**src/rtl/pwdt_pkg.sv**
```systemverilog
package pwdt_pkg;

    typedef enum logic [1:0] {
        MODE_FREE     = 2'd0,
        MODE_PERIODIC = 2'd1,
        MODE_ONESHOT  = 2'd2,
        MODE_WATCHDOG = 2'd3
    } tmr_mode_e;

    // register offsets
    localparam int unsigned OFF_LOAD  = 32'h00;
    localparam int unsigned OFF_CAUSE = 32'h04;
    localparam int unsigned OFF_CTRL  = 32'h08;
    localparam int unsigned OFF_COUNT = 32'h0C;

    // control and cause field positions
    localparam int CTRL_EN_BIT   = 7;
    localparam int CTRL_MODE_LSB = 4;
    localparam int CAUSE_WDT_BIT = 1;

endpackage

```
**src/rtl/pwdt_prescaler.sv**
```systemverilog
module pwdt_prescaler #(
    parameter int CODE_W = 4
) (
    input  logic              clk,
    input  logic              rst_n,
    input  logic              run,
    input  logic              restart,
    input  logic [CODE_W-1:0] code,
    output logic              tick
);
    localparam int PRE_W = 1 << CODE_W;
    localparam int EXP_W = CODE_W + 1;

    typedef struct packed {
        logic [PRE_W-1:0] pre;
    } pre_state_t;

    pre_state_t       st_d, st_q;
    logic [EXP_W-1:0] div_exp;
    logic [PRE_W-1:0] mask;

    // top code selects the full prescaler width, others select 2^code
    always_comb begin
        div_exp = (&code) ? EXP_W'(PRE_W) : {1'b0, code};
    end

    for (genvar i = 0; i < PRE_W; i++) begin : g_mask
        assign mask[i] = (div_exp > EXP_W'(i));
    end

    always_comb begin
        st_d = st_q;
        if (!run || restart) begin
            st_d.pre = '0;
        end else begin
            st_d.pre = st_q.pre + 1'b1;
        end
        tick = run && (&(st_q.pre | ~mask));
    end

    always_ff @(posedge clk or negedge rst_n) begin
        if (!rst_n) begin
            st_q <= '0;
        end else begin
            st_q <= st_d;
        end
    end
endmodule

```
**src/rtl/pwdt_counter.sv**
```systemverilog
module pwdt_counter
    import pwdt_pkg::*;
#(
    parameter int CNT_W = 16
) (
    input  logic             clk,
    input  logic             rst_n,
    input  logic             tick,
    input  logic             kick,
    input  logic [CNT_W-1:0] kick_val,
    input  logic [CNT_W-1:0] reload_val,
    input  tmr_mode_e        mode,
    output logic [CNT_W-1:0] count,
    output logic             irq,
    output logic             rst_req,
    output logic             wdt_fire,
    output logic             oneshot_fire
);
    typedef struct packed {
        logic [CNT_W-1:0] cnt;
        logic             irq;
        logic             req;
    } cnt_state_t;

    cnt_state_t st_d, st_q;

    always_comb begin
        st_d         = st_q;
        st_d.irq     = 1'b0;
        wdt_fire     = 1'b0;
        oneshot_fire = 1'b0;
        if (kick) begin
            st_d.cnt = kick_val;
        end else if (tick && !st_q.req) begin
            if (st_q.cnt != '0) begin
                st_d.cnt = st_q.cnt - 1'b1;
            end else begin
                case (mode)
                    MODE_FREE: begin
                        st_d.cnt = '1;
                    end
                    MODE_PERIODIC: begin
                        st_d.irq = 1'b1;
                        st_d.cnt = reload_val;
                    end
                    MODE_ONESHOT: begin
                        st_d.irq     = 1'b1;
                        oneshot_fire = 1'b1;
                    end
                    MODE_WATCHDOG: begin
                        st_d.req = 1'b1;
                        wdt_fire = 1'b1;
                    end
                    default: begin
                        st_d.cnt = st_q.cnt;
                    end
                endcase
            end
        end
    end

    always_ff @(posedge clk or negedge rst_n) begin
        if (!rst_n) begin
            st_q <= '0;
        end else begin
            st_q <= st_d;
        end
    end

    assign count   = st_q.cnt;
    assign irq     = st_q.irq;
    assign rst_req = st_q.req;
endmodule

```
**src/rtl/pwdt_regs.sv**
```systemverilog
module pwdt_regs
    import pwdt_pkg::*;
#(
    parameter int ADDR_W = 8,
    parameter int DATA_W = 32,
    parameter int CNT_W  = 16,
    parameter int CODE_W = 4
) (
    input  logic              clk,
    input  logic              rst_n,
    input  logic              bus_en,
    input  logic              bus_we,
    input  logic [ADDR_W-1:0] bus_addr,
    input  logic [DATA_W-1:0] bus_wdata,
    output logic [DATA_W-1:0] bus_rdata,
    input  logic [CNT_W-1:0]  count,
    input  logic              cause,
    input  logic              oneshot_fire,
    output logic [CNT_W-1:0]  reload_val,
    output logic              en,
    output tmr_mode_e         mode,
    output logic [CODE_W-1:0] code,
    output logic              kick,
    output logic              cause_clr
);
    typedef struct packed {
        logic [CNT_W-1:0]  load;
        logic              en;
        tmr_mode_e         mode;
        logic [CODE_W-1:0] code;
    } reg_state_t;

    reg_state_t st_d, st_q;
    logic       wr, rd, ctrl_wr;
    logic       unused_wdata_hi;

    assign unused_wdata_hi = ^bus_wdata[DATA_W-1:CNT_W];

    always_comb begin
        wr        = bus_en && bus_we;
        rd        = bus_en && !bus_we;
        kick      = wr && (bus_addr == ADDR_W'(OFF_LOAD));
        ctrl_wr   = wr && (bus_addr == ADDR_W'(OFF_CTRL));
        cause_clr = wr && (bus_addr == ADDR_W'(OFF_CAUSE)) && bus_wdata[CAUSE_WDT_BIT];

        st_d = st_q;
        if (kick) begin
            st_d.load = bus_wdata[CNT_W-1:0];
        end
        if (ctrl_wr) begin
            st_d.en   = bus_wdata[CTRL_EN_BIT];
            st_d.mode = tmr_mode_e'(bus_wdata[CTRL_MODE_LSB +: 2]);
            st_d.code = bus_wdata[CODE_W-1:0];
        end else if (oneshot_fire) begin
            st_d.en = 1'b0;
        end
    end

    always_comb begin
        bus_rdata = '0;
        if (rd) begin
            if (bus_addr == ADDR_W'(OFF_LOAD)) begin
                bus_rdata[CNT_W-1:0] = st_q.load;
            end else if (bus_addr == ADDR_W'(OFF_CAUSE)) begin
                bus_rdata[CAUSE_WDT_BIT] = cause;
            end else if (bus_addr == ADDR_W'(OFF_CTRL)) begin
                bus_rdata[CTRL_EN_BIT]          = st_q.en;
                bus_rdata[CTRL_MODE_LSB +: 2]   = st_q.mode;
                bus_rdata[CODE_W-1:0]           = st_q.code;
            end else if (bus_addr == ADDR_W'(OFF_COUNT)) begin
                bus_rdata[CNT_W-1:0] = count;
            end
        end
    end

    always_ff @(posedge clk or negedge rst_n) begin
        if (!rst_n) begin
            st_q <= '{load: '0, en: 1'b0, mode: MODE_FREE, code: '0};
        end else begin
            st_q <= st_d;
        end
    end

    assign reload_val = st_q.load;
    assign en         = st_q.en;
    assign mode       = st_q.mode;
    assign code       = st_q.code;
endmodule

```
**src/rtl/pwdt_cause.sv**
```systemverilog
module pwdt_cause (
    input  logic clk,
    input  logic por_n,
    input  logic set,
    input  logic clr,
    output logic flag
);
    typedef struct packed {
        logic wdt;
    } cause_state_t;

    cause_state_t st_d, st_q;

    always_comb begin
        st_d = st_q;
        if (set) begin
            st_d.wdt = 1'b1;
        end else if (clr) begin
            st_d.wdt = 1'b0;
        end
    end

    always_ff @(posedge clk or negedge por_n) begin
        if (!por_n) begin
            st_q <= '0;
        end else begin
            st_q <= st_d;
        end
    end

    assign flag = st_q.wdt;
endmodule

```
**src/rtl/pwdt_top.sv**
```systemverilog
module pwdt_top
    import pwdt_pkg::*;
#(
    parameter int ADDR_W = 8,
    parameter int DATA_W = 32,
    parameter int CNT_W  = 16,
    parameter int CODE_W = 4
) (
    input  logic              clk,
    input  logic              rst_n,
    input  logic              por_n,
    input  logic              bus_en,
    input  logic              bus_we,
    input  logic [ADDR_W-1:0] bus_addr,
    input  logic [DATA_W-1:0] bus_wdata,
    output logic [DATA_W-1:0] bus_rdata,
    output logic              irq,
    output logic              wdt_rst_req
);
    logic              blk_rst_n;
    logic              kick, cause_clr, tick;
    logic              en_q, cause_q, wdt_fire, oneshot_fire;
    logic [CNT_W-1:0]  load_q, cnt_q;
    logic [CODE_W-1:0] code_q;
    tmr_mode_e         mode_q;

    assign blk_rst_n = rst_n & por_n;

    pwdt_regs #(
        .ADDR_W(ADDR_W), .DATA_W(DATA_W), .CNT_W(CNT_W), .CODE_W(CODE_W)
    ) u_regs (
        .clk(clk), .rst_n(blk_rst_n),
        .bus_en(bus_en), .bus_we(bus_we), .bus_addr(bus_addr),
        .bus_wdata(bus_wdata), .bus_rdata(bus_rdata),
        .count(cnt_q), .cause(cause_q), .oneshot_fire(oneshot_fire),
        .reload_val(load_q), .en(en_q), .mode(mode_q), .code(code_q),
        .kick(kick), .cause_clr(cause_clr)
    );

    pwdt_prescaler #(.CODE_W(CODE_W)) u_pre (
        .clk(clk), .rst_n(blk_rst_n), .run(en_q), .restart(kick),
        .code(code_q), .tick(tick)
    );

    pwdt_counter #(.CNT_W(CNT_W)) u_cnt (
        .clk(clk), .rst_n(blk_rst_n), .tick(tick), .kick(kick),
        .kick_val(bus_wdata[CNT_W-1:0]), .reload_val(load_q), .mode(mode_q),
        .count(cnt_q), .irq(irq), .rst_req(wdt_rst_req),
        .wdt_fire(wdt_fire), .oneshot_fire(oneshot_fire)
    );

    pwdt_cause u_cause (
        .clk(clk), .por_n(por_n), .set(wdt_fire), .clr(cause_clr),
        .flag(cause_q)
    );
endmodule

```
**config.mk**
```make
export PLATFORM = sky130hd
export DESIGN_NAME = pwdt_top
export DESIGN_NICKNAME = d
export VERILOG_FILES = /design/src/rtl/pwdt_pkg.sv /design/src/rtl/pwdt_prescaler.sv /design/src/rtl/pwdt_counter.sv /design/src/rtl/pwdt_regs.sv /design/src/rtl/pwdt_cause.sv /design/src/rtl/pwdt_top.sv
export SDC_FILE = /design/constraint.sdc
export NUM_CORES = 1
export LEC_CHECK = 0
export ABC_AREA = 0
export BUFFER_PORTS_ARGS = -buffer_cell sky130_fd_sc_hd__buf_4
export CAP_MARGIN = 20
export CORE_AREA = 3 3 132 134
export DETAILED_ROUTE_END_ITERATION = 16
export DIE_AREA = 0 0 135 137
export PLACE_DENSITY_LB_ADDON = 0.25
export RECOVER_POWER = 50
export SETUP_SLACK_MARGIN = 0.15
export SYNTH_ARGS = -nofsm -noshare
export SYNTH_HDL_FRONTEND = slang
export SYNTH_HIERARCHICAL = 1
export SYNTH_SLANG_ARGS = --single-unit
```
**constraint.sdc**
```tcl
create_clock -name clk -period 5.2 [get_ports clk]
set_input_delay 0.78 -clock clk [delete_from_list [all_inputs] [get_ports clk]]
set_output_delay 0.78 -clock clk [all_outputs]
set_load 0.02 [all_outputs]
```
; After elaboration in Yosys (flattened, before gate mapping)
; Index checks and enable logic that the tools add are counted.
[classes]
n_addsub = 2
n_mul = 0
n_div = 0
n_lt_le_gt_ge = 16
eq_ne = 6
n_shift = 0
n_mux = 32
bitwise = 5
n_reduce_logical = 24
[ops]
columns = op, count
row1 = 2-to-1 mux 16 bit, 6
row2 = "> comparator 5 x 4 -> 1 bit, second input constant", 8
row3 = one-hot mux 16 bit (2 select lines), 1
row4 = "> comparator 5 x 3 -> 1 bit, second input constant", 4
row5 = 2-to-1 mux 1 bit, 18
row6 = 2-to-1 mux 18 bit, 1
row7 = "adder 16 x 1 -> 16 bit, second input constant", 1
row8 = "== test 8 x 4 -> 1 bit, second input constant", 2
row9 = NOT 16 bit, 1
row10 = OR 16 bit, 1
row11 = AND reduction 16 bit, 1
row12 = nonzero test 16 bit, 1
row13 = "subtractor 16 x 1 -> 16 bit, second input constant", 1
row14 = 2-to-1 mux 14 bit, 1
row15 = "> comparator 5 x 1 -> 1 bit, second input constant", 2
row16 = "> comparator 5 x 2 -> 1 bit, second input constant", 2
row17 = "== test 8 x 3 -> 1 bit, second input constant", 1
row18 = logical AND 1 bit, 8
row19 = logical NOT 8 bit, 1
row20 = 2-to-1 mux 8 bit, 1
row21 = AND reduction 4 bit, 2
row22 = 2-to-1 mux 6 bit, 1
row23 = nonzero test 2 bit, 3
row24 = 2-to-1 mux 5 bit, 1
row25 = other kinds (11), 16
[totals]
reg_bits = 58
latchBits = 0
mem_bits_rw = 0
romBits = 0
inputBits = 45
out_inout_bits = 34
wordCells = 94
mem_count = 0

; Depth between registers and ports, before layout
; Gate-level depths: netlist of the first run.
[logic_depth]
depth_word = 12
depth_mapped = 10

; Cells and area by module
; Netlist of the first run, hierarchy kept.
[by_module_without_submodules]
columns = mod, n_inst, cells_per_inst, area_per_inst_um2, seq_area_each_um2
row1 = pwdt_counter, 1, 213, 1682.9, 450.4
row2 = pwdt_regs, 1, 126, 1418.9, 575.6
row3 = pwdt_prescaler, 1, 103, 915.9, 400.4
row4 = pwdt_cause, 1, 3, 36.3, 25.0
row5 = pwdt_top, 1, 1, 6.3, 0.0

; Least setup slack after synthesis of the first run
; OpenSTA, ideal clock, no wires.
[synth_path]
path_kind = input port to output port
startpoint = in bus_addr[2]
endpoint = out bus_rdata[5]
arrival_ns = 1.974
required_time_ns = 4.420
setup_slack_ns = 2.446
stages = 6
path_buffers = 3
path_cell_list = clkbuf_1 > and2_1 > clkbuf_1 > buf_2 > nand2_1 > a21oi_1
[synth_via]
elab_chain_cells = 6
elab_cells_between_ends = 9
classes_between = 3 x eq/ne / 5 x mux / 1 x reduce/logical
[synth_rtl]
columns = item, line
row1 = start: declaration, pwdt_top.sv:14  ; input logic [ADDR_W-1:0] bus_addr,
row2 = == test 8 x 4 -> 1 bit, pwdt_regs.sv:70  ; end else if (bus_addr == ADDR_W'(OFF_COUNT)) begin
row3 = 2-to-1 mux 16 bit, pwdt_regs.sv:70
row4 = 2-to-1 mux 6 bit, pwdt_regs.sv:66  ; end else if (bus_addr == ADDR_W'(OFF_CTRL)) begin
row5 = 2-to-1 mux 14 bit, pwdt_regs.sv:64  ; end else if (bus_addr == ADDR_W'(OFF_CAUSE)) begin
row6 = 2-to-1 mux 16 bit *, pwdt_regs.sv:62  ; if (bus_addr == ADDR_W'(OFF_LOAD)) begin
row7 = 2-to-1 mux 16 bit *, pwdt_regs.sv:61  ; if (rd) begin
row8 = end: declaration, pwdt_top.sv:16  ; output logic [DATA_W-1:0] bus_rdata,
; Mark *: on every way between the ends. The rest lies on a longest branch, timed or not.

; Worst setup path after layout of the first run
[layout_path]
startpoint = in bus_addr[5]
endpoint = reg u_cnt.st_q (netlist bit u_cnt/count[7])
[layout_via]
elab_chain_cells = 4
elab_cells_between_ends = 6
classes_between = 1 x mux / 5 x reduce/logical
[layout_rtl]
columns = item, line
row1 = logical NOT 8 bit *, pwdt_regs.sv:42  ; kick = wr && (bus_addr == ADDR_W'(OFF_LOAD));
row2 = logical AND 1 bit *, pwdt_regs.sv:42
row3 = named net kick, pwdt_top.sv:21  ; logic kick, cause_clr, tick;
row4 = nonzero test 4 bit (no line) / nonzero test 2 bit (equally long branches), n/a
row5 = AND reduction 2 bit (no line), n/a
row6 = end signal: assignment, pwdt_counter.sv:66  ; st_q <= st_d;
row7 = end: declaration, pwdt_counter.sv:25  ; cnt_state_t st_d, st_q;
; Mark *: on every way through the listed nets, which the timed path passes. The rest lies on a longest branch.
; A chain may end at the register's enable or synchronous reset.

==> reports/metrics.csv, run 1 <==
metric;value;unit
drt_iter0_markers;243;
ant_nets;0;
synth.most_common_cell;dfrtp_1;
p_leak;1.95;nW
final_max_slew_viol_count;58;
status;finished with violations;
final_hold_viol_count;0;
synth-async-reset-ratio;100;%
crit_type;in -> reg;
ff2ff_setup_slack;1.39;ns
drc;0;
wirelength;11.8;mm
antenna_found_initial;0;
rsz0062_at_grt;false;
cp-end-kind;flip-flop;
ys_types;72;
finalWorstSetupSlack;0.972;ns
viasPerCell;4.93;
setup_viol;0;
area_growth;17.5;%
synth_edf_count;0;
num_rows;47;
first_global_vias;3431;
path_clk_slew;0.05;ns
ctsResizeCount;0;
syn_avg_cell_area;9.10;um2
gp_congestion;0.837;
grt_max_degree;58;
design.core.area;16400;um2
netlist_instances;446;
ios;79;
clk_path_buf_depth;2;
vdd_drop_max;0.000155;V
synth_common_cells;dfrtp_1 (58), nand2_1 (45), nor2_1 (35);
place_ws;1.53;ns
fin_tns_setup;0;ns
hpwlAfterDp;8.39;mm
fin_worst_skew;0.00559;ns
reg2reg_depth;8;
die_x;135;um
num_vias;3478;
period_minus_slack;4.23;ns
crit_arrival;4.50;ns
crit_slowest_cell;nand3_1;
maxCapViolations;1;
synth_area_leaders;dfrtp_1 (36%), nand2_1 (4.2%), mux2_2 (3.9%);
cts_setup_buffers;0;
fin_crit_sh;81.3;%
max_freq;236;MHz
p_per_area;312;nW/um2
reg2reg_from;u_regs/code[0];
numCtsBuffers;9;
clock_sinks;58;
worst_pin_slew;3.27;ns
drive_above_1_share;23.0;%
drt-pass1-iter-count;5;
max_stage_delay;1.04;ns
crit_path_start_kind;input port;
timing.rr.end;u_regs/en;
synthesis.area;4060;um2
synth_seq_cells;58;
cts_tree;done;
grt_pass1_wl;18.8;mm
cts_hold_buffers;0;
clockRootBuffer;clkbuf_16;
hold-worst-slack;0.237;ns
yosysTopAreaCellShare;35.7;%
ys_seq_area_share;35.7;%
die_h;137;um
grtUsageTotal;13.0;%
grt_overflow;0;
synth_ff_type;dfrtp_1;
cp.required;5.47;ns
maxSlewHeadroom;-118;%
nets;533;
critPathMaxFanout;19;
crit_chain;clkbuf_4 -> nor4_1 -> nand3_1 -> inv_1 -> nor3_1 -> a21oi_1 -> a31o_2;
hold_path_class;in -> async;
violations;max-capacitance violations, max-slew violations;
start_util;24.7;%
ys_warn_count;6;
clk_latency;0.33;ns
insertedDiodeCount;0;
yosys.area.top_type;dfrtp_1;
dieArea;18500;um2
numPortBuffers;46;
wl_per_cell;16.7;um
cts.htree.levels;3;
==> final cells by class <==
cell class,count,area (um2)
clock buffer,14,264
clock inverter,2,35.0
fill,1717,11600
inverter,16,60.1
multi-input combinational,348,2340
sequential,58,1450
tap,220,275
timing repair buffer,48,349
==> per-stage QoR <==
step                instances  power [W]  area, um2  util [%]
global placement          690   0.000884       4520      27.5
floorplan                 461   0.000822       4120         -
finish                    706    0.00149       4770      29.1
global route              706    0.00158       4770      29.1
CTS                       706    0.00151       4820      29.4
detailed placement        690   0.000895       4520      27.5
==> cells by family after synthesis <==
group	share of synthesized area, %
other	0.0924
DFF	35.7
adders and majority gates	2.16
and+or+nand+nor	23.8
muxes	9.24
buffers and inverters	7.27
xor gates and xnor gates	2.80
AOI/OAI and AO/OA	18.9
==> sequential cells by signal (all words and copies together) (netlist names) <==
name	flops
u_cnt/count	16
u_regs/mode	2
u_regs/reload_val	16
u_pre/st_q	16
u_cnt/irq	1
u_cnt/rst_req	1
u_regs/en	1
u_regs/code	4
u_cause/flag	1
==> per-layer routing <==
| layer | GRT usage [%] | vias up | part of all wire, % |
|---|---|---|---|
| li1 | - | 1671 | - |
| met1 | 17.0 | 1711 | 46 |
| met2 | 21.2 | 81 | 49 |
| met3 | 3.38 | 15 | 3.8 |
| met4 | 3.58 | 0 | 1.3 |
| met5 | 0 | - | 0 |
==> critical path, delay by kind of cell <==
| family | cells | cell delay, ns |
|---|---|---|
| compound gates | 2 | 0.80 |
| buf+inv | 2 | 0.98 |
| simple gates | 3 | 1.94 |
==> layout by cell type, fill, tap and decap left out, drive strengths merged, types with 3 or more instances in the layout <==
| cell type | count |
|---|---|
| nor3 | 9 |
| nand2 | 45 |
| nor4 | 9 |
| clkbuf | 19 |
| a21oi | 22 |
| nand3 | 9 |
| mux2i | 6 |
| inv | 16 |
| or4 | 5 |
| dfrtp | 58 |
| o31ai | 11 |
| and3 | 4 |
| a211o | 4 |
| o21ai | 18 |
| o21bai | 3 |
| o211ai | 3 |
| conb | 16 |
| a22oi | 12 |
| a31oi | 3 |
| or2 | 10 |
| ha | 7 |
| or3 | 7 |
| nor2b | 7 |
| nand3b | 3 |
| buf | 43 |
| a31o | 10 |
| a21o | 3 |
| nand4 | 5 |
| nand4b | 5 |
| nor2 | 36 |
| nand2b | 10 |
| xnor2 | 11 |
| mux2 | 23 |
==> how the worst max path moves through the flow <==
stage	startpoint	end	slack [ns]	depth (start not counted)
2_1_floorplan	bus_addr[2]	bus_rdata[5]	2.45	6
3_3_place_gp	bus_addr[3]	u_cnt/count[5]	1.53	7
3_5_place_dp	u_regs/code[0]	u_regs/en	1.53	8
4_1_cts	u_regs/code[0]	u_regs/en	1.43	8
5_1_grt	bus_addr[5]	u_cnt/count[7]	0.65	7
6_report	bus_addr[5]	u_cnt/count[7]	0.97	7
==> where the power goes <==
group          internal [W]  switching, W  leakage [nW]
clock              0.000396      0.000203         0.147
combinational      0.000135      0.000156          1.02
sequential         0.000498      0.000100         0.778
Power figures use the tool's default switching activity.
==> inputs of run 2 (changes only) <==
Clock period 5.2 ns to 3.79 ns, I/O delays scaled along.
==> run 2 against run 1 <==
  * The flow now finishes without violations
  * Critical path depth stayed put
  * Cell area is 0.87% higher
  * Non-clock buffer count is 9 higher
  * Setup slack worse by 0.18 ns
  * Worst hold slack better by 0.21 ns
  * Clock power is 33% higher
  * Combinational power is 37% higher
  * Sequential share of layout area is 0.26 points lower
  * Sequential power is 37% higher
  * Clock skew is 0.0035 ns higher
  * Power is 35% higher
  * Via count is 1.7% higher
  * Critical path type unchanged
  * Critical endpoint is now u_pre/st_q[10]
==> reports/metrics.csv, run 2 (same netlist as run 1, synthesis figures left out) <==
metric;value;unit;change
cts_tree;done;;unchanged
final_util;29.3;%;was 29.1%
numPortBuffers;46;;unchanged
final_cell_mix;dfrtp_1 (58), buf_4 (49), nand2_1 (45), nor2_1 (36), a21oi_1 (22);;was dfrtp_1 (58), nand2_1 (45), buf_4 (43), nor2_1 (35), a21oi_1 (22)
maxCapViolations;0;;was 1
nets;542;;was 533
num_rows;47;;unchanged
clockRootBuffer;clkbuf_16;;unchanged
first_global_vias;3551;;was 3431
design.core.area;16400;um2;unchanged
drc;0;;unchanged
ff2ff_setup_slack;0.79;ns;was 1.39 ns
maxSlewHeadroom;5.25;%;was -118%
grt_use_met2;22.5;%;was 21.2%
max_stage_delay;0.89;ns;was 1.04 ns
drt_iter0_markers;297;;was 243
fin_tns_setup;0;ns;unchanged
p_per_area;418;nW/um2;was 312 nW/um2
worstHoldEndpoint;u_cnt/count[15];;
crit_slowest_cell;nor2_1;;was nand3_1
num_vias;3538;;was 3478
finalWorstSetupSlack;0.792;ns;was 0.972 ns
timing.rr.end;u_cnt/count[7];;was u_regs/en
num-fill-cells;1736;;was 1717
grt_pass1_wl;19.1;mm;was 18.8 mm
rsz0062_at_grt;false;;unchanged
area_growth;18.6;%;was 17.5%
clk_latency;0.34;ns;was 0.33 ns
min_path_cells;3;;
die_x;135;um;unchanged
gp_congestion;0.829;;was 0.837
dieArea;18500;um2;unchanged
fin_crit_sh;79.1;%;
hold_path_class;in -> reg;;was in -> async
hpwlAfterDp;8.51;mm;was 8.39 mm
numCtsBuffers;9;;unchanged
crit_arrival;3.18;ns;was 4.50 ns
fin_worst_skew;0.00913;ns;was 0.00559 ns
viasPerCell;4.96;;was 4.93
ios;79;;unchanged
vdd_drop_max;0.000226;V;was 0.000155 V
drt-pass1-iter-count;5;;unchanged
wl_per_cell;16.5;um;was 16.7 um
regArea;1450;um2;unchanged
cp.required;3.98;ns;was 5.47 ns
clk_path_buf_depth;2;;unchanged
die_h;137;um;unchanged
crit_type;in -> reg;;unchanged
setup_viol;0;;unchanged
cp-end-kind;flip-flop;;unchanged
critPathMaxFanout;16;;was 19
wirelength;11.8;mm;about the same
grt_util_met1;16.6;%;was 17.0%
ant_nets;0;;unchanged
cts_setup_buffers;0;;unchanged
drive_above_1_share;22.5;%;was 23.0%
worst_pin_slew;1.42;ns;was 3.27 ns
cp_num_buf_inv;3;;was 2
top_usage_layer;met2;;unchanged
insertedDiodeCount;0;;unchanged
place_ws;0.864;ns;was 1.53 ns
cts.htree.levels;3;;unchanged
critical_path.most_common_cell;nor2_1;;
p_leak;1.96;nW;was 1.95 nW
use_met3;3.24;%;was 3.38%
reg2reg_depth;9;;was 8
path_clk_slew;0.05;ns;about the same
max_freq;334;MHz;
fin_cells;714;;was 706
period_minus_slack;3.00;ns;
grtUsageTotal;13.2;%;was 13.0%
multiInputGateArea;2330;um2;was 2340 um2
path_delay_family;simple AND/OR/NAND/NOR gates;;unchanged
clock_sinks;58;;unchanged
status;completed;;was finished with violations
crit_chain;clkbuf_1 -> nor2_1 -> nand3_4 -> inv_1 -> buf_4 -> nand2b_1 -> nor2_1;;was clkbuf_4 -> nor4_1 -> nand3_1 -> inv_1 -> nor3_1 -> a21oi_1 -> a31o_2
antenna_found_initial;0;;unchanged
final_hold_viol_count;0;;unchanged
reg2reg_from;u_regs/code[0];;unchanged
placed_cells;698;;was 690
grt_max_degree;35;;was 58
final_common_cell;dfrtp_1;;unchanged
min-delay-start;bus_wdata[15];;
grt_overflow;0;;unchanged
crit_path_start_kind;input port;;unchanged
start_util;24.7;%;unchanged
final_max_slew_viol_count;0;;was 58
==> run 2: worst reg2reg max path: stages, from the launching register on <==
cell and delay [ns]:
dfrtp_1 0.46, a211o_1 0.32, a211o_1 0.27, a2111oi_0 0.75
nor2b_1 0.22, buf_4 0.17, nand2b_1 0.24, a21oi_1 0.20
buf_4 0.17, a31o_2 0.15
==> run 2: report_power, final <==
group	switching [W]	total, W	internal, W
clock network	0.000286	0.000794	0.000507
logic	0.000213	0.000400	0.000188
registers	0.000137	0.000820	0.000683
total	0.000636	0.00201	0.00138
==> run 2: worst max-delay path by stage <==
stage | startpoint | to | depth (start not counted)
after floorplan | u_regs/code[0] | u_cnt/count[2] | 8
after global placement | u_regs/code[0] | u_cnt/count[7] | 9
after detailed placement | u_regs/code[0] | u_cnt/count[13] | 8
after CTS | u_regs/code[0] | u_cnt/count[13] | 8
after global routing | bus_addr[3] | u_pre/st_q[10] | 7
final | bus_addr[3] | u_pre/st_q[10] | 7
==> run 2: area by class of cell <==
type / instances / area share [%]
clock inverter: 2 / 0.208
multi-input combinational: 348 / 48.4
clock buffer: 13 / 5.82
tap: 220 / 5.72
inverter: 16 / 1.25
sequential: 58 / 30.2
timing repair buffer: 57 / 8.47
==> run 2: metrics by stage <==
step | cell area, um2 | power (W) | hold slack, ns
finish | 4810 | 0.00201 | 0.450
CTS | 4880 | 0.00204 | 0.444
global placement | 4580 | 0.00122 | 0.351
detailed placement | 4580 | 0.00123 | 0.350
global route | 4810 | 0.00213 | 0.450
floorplan | 4120 | 0.00113 | 0.273
==> run 2: timing repair <==
action | CTS | global route
endpoints found under the hold margin | 1 | 0
resized for setup | 0 | 0
hold buffers | 1 | 0
==> run 2: per-layer routing <==
layer / vias to the layer above / share of wire, %
met5: - / 0
met1: 1737 / 44
met2: 98 / 50
met4: 0 / 0.96
met3: 12 / 4.9
li1: 1691 / -
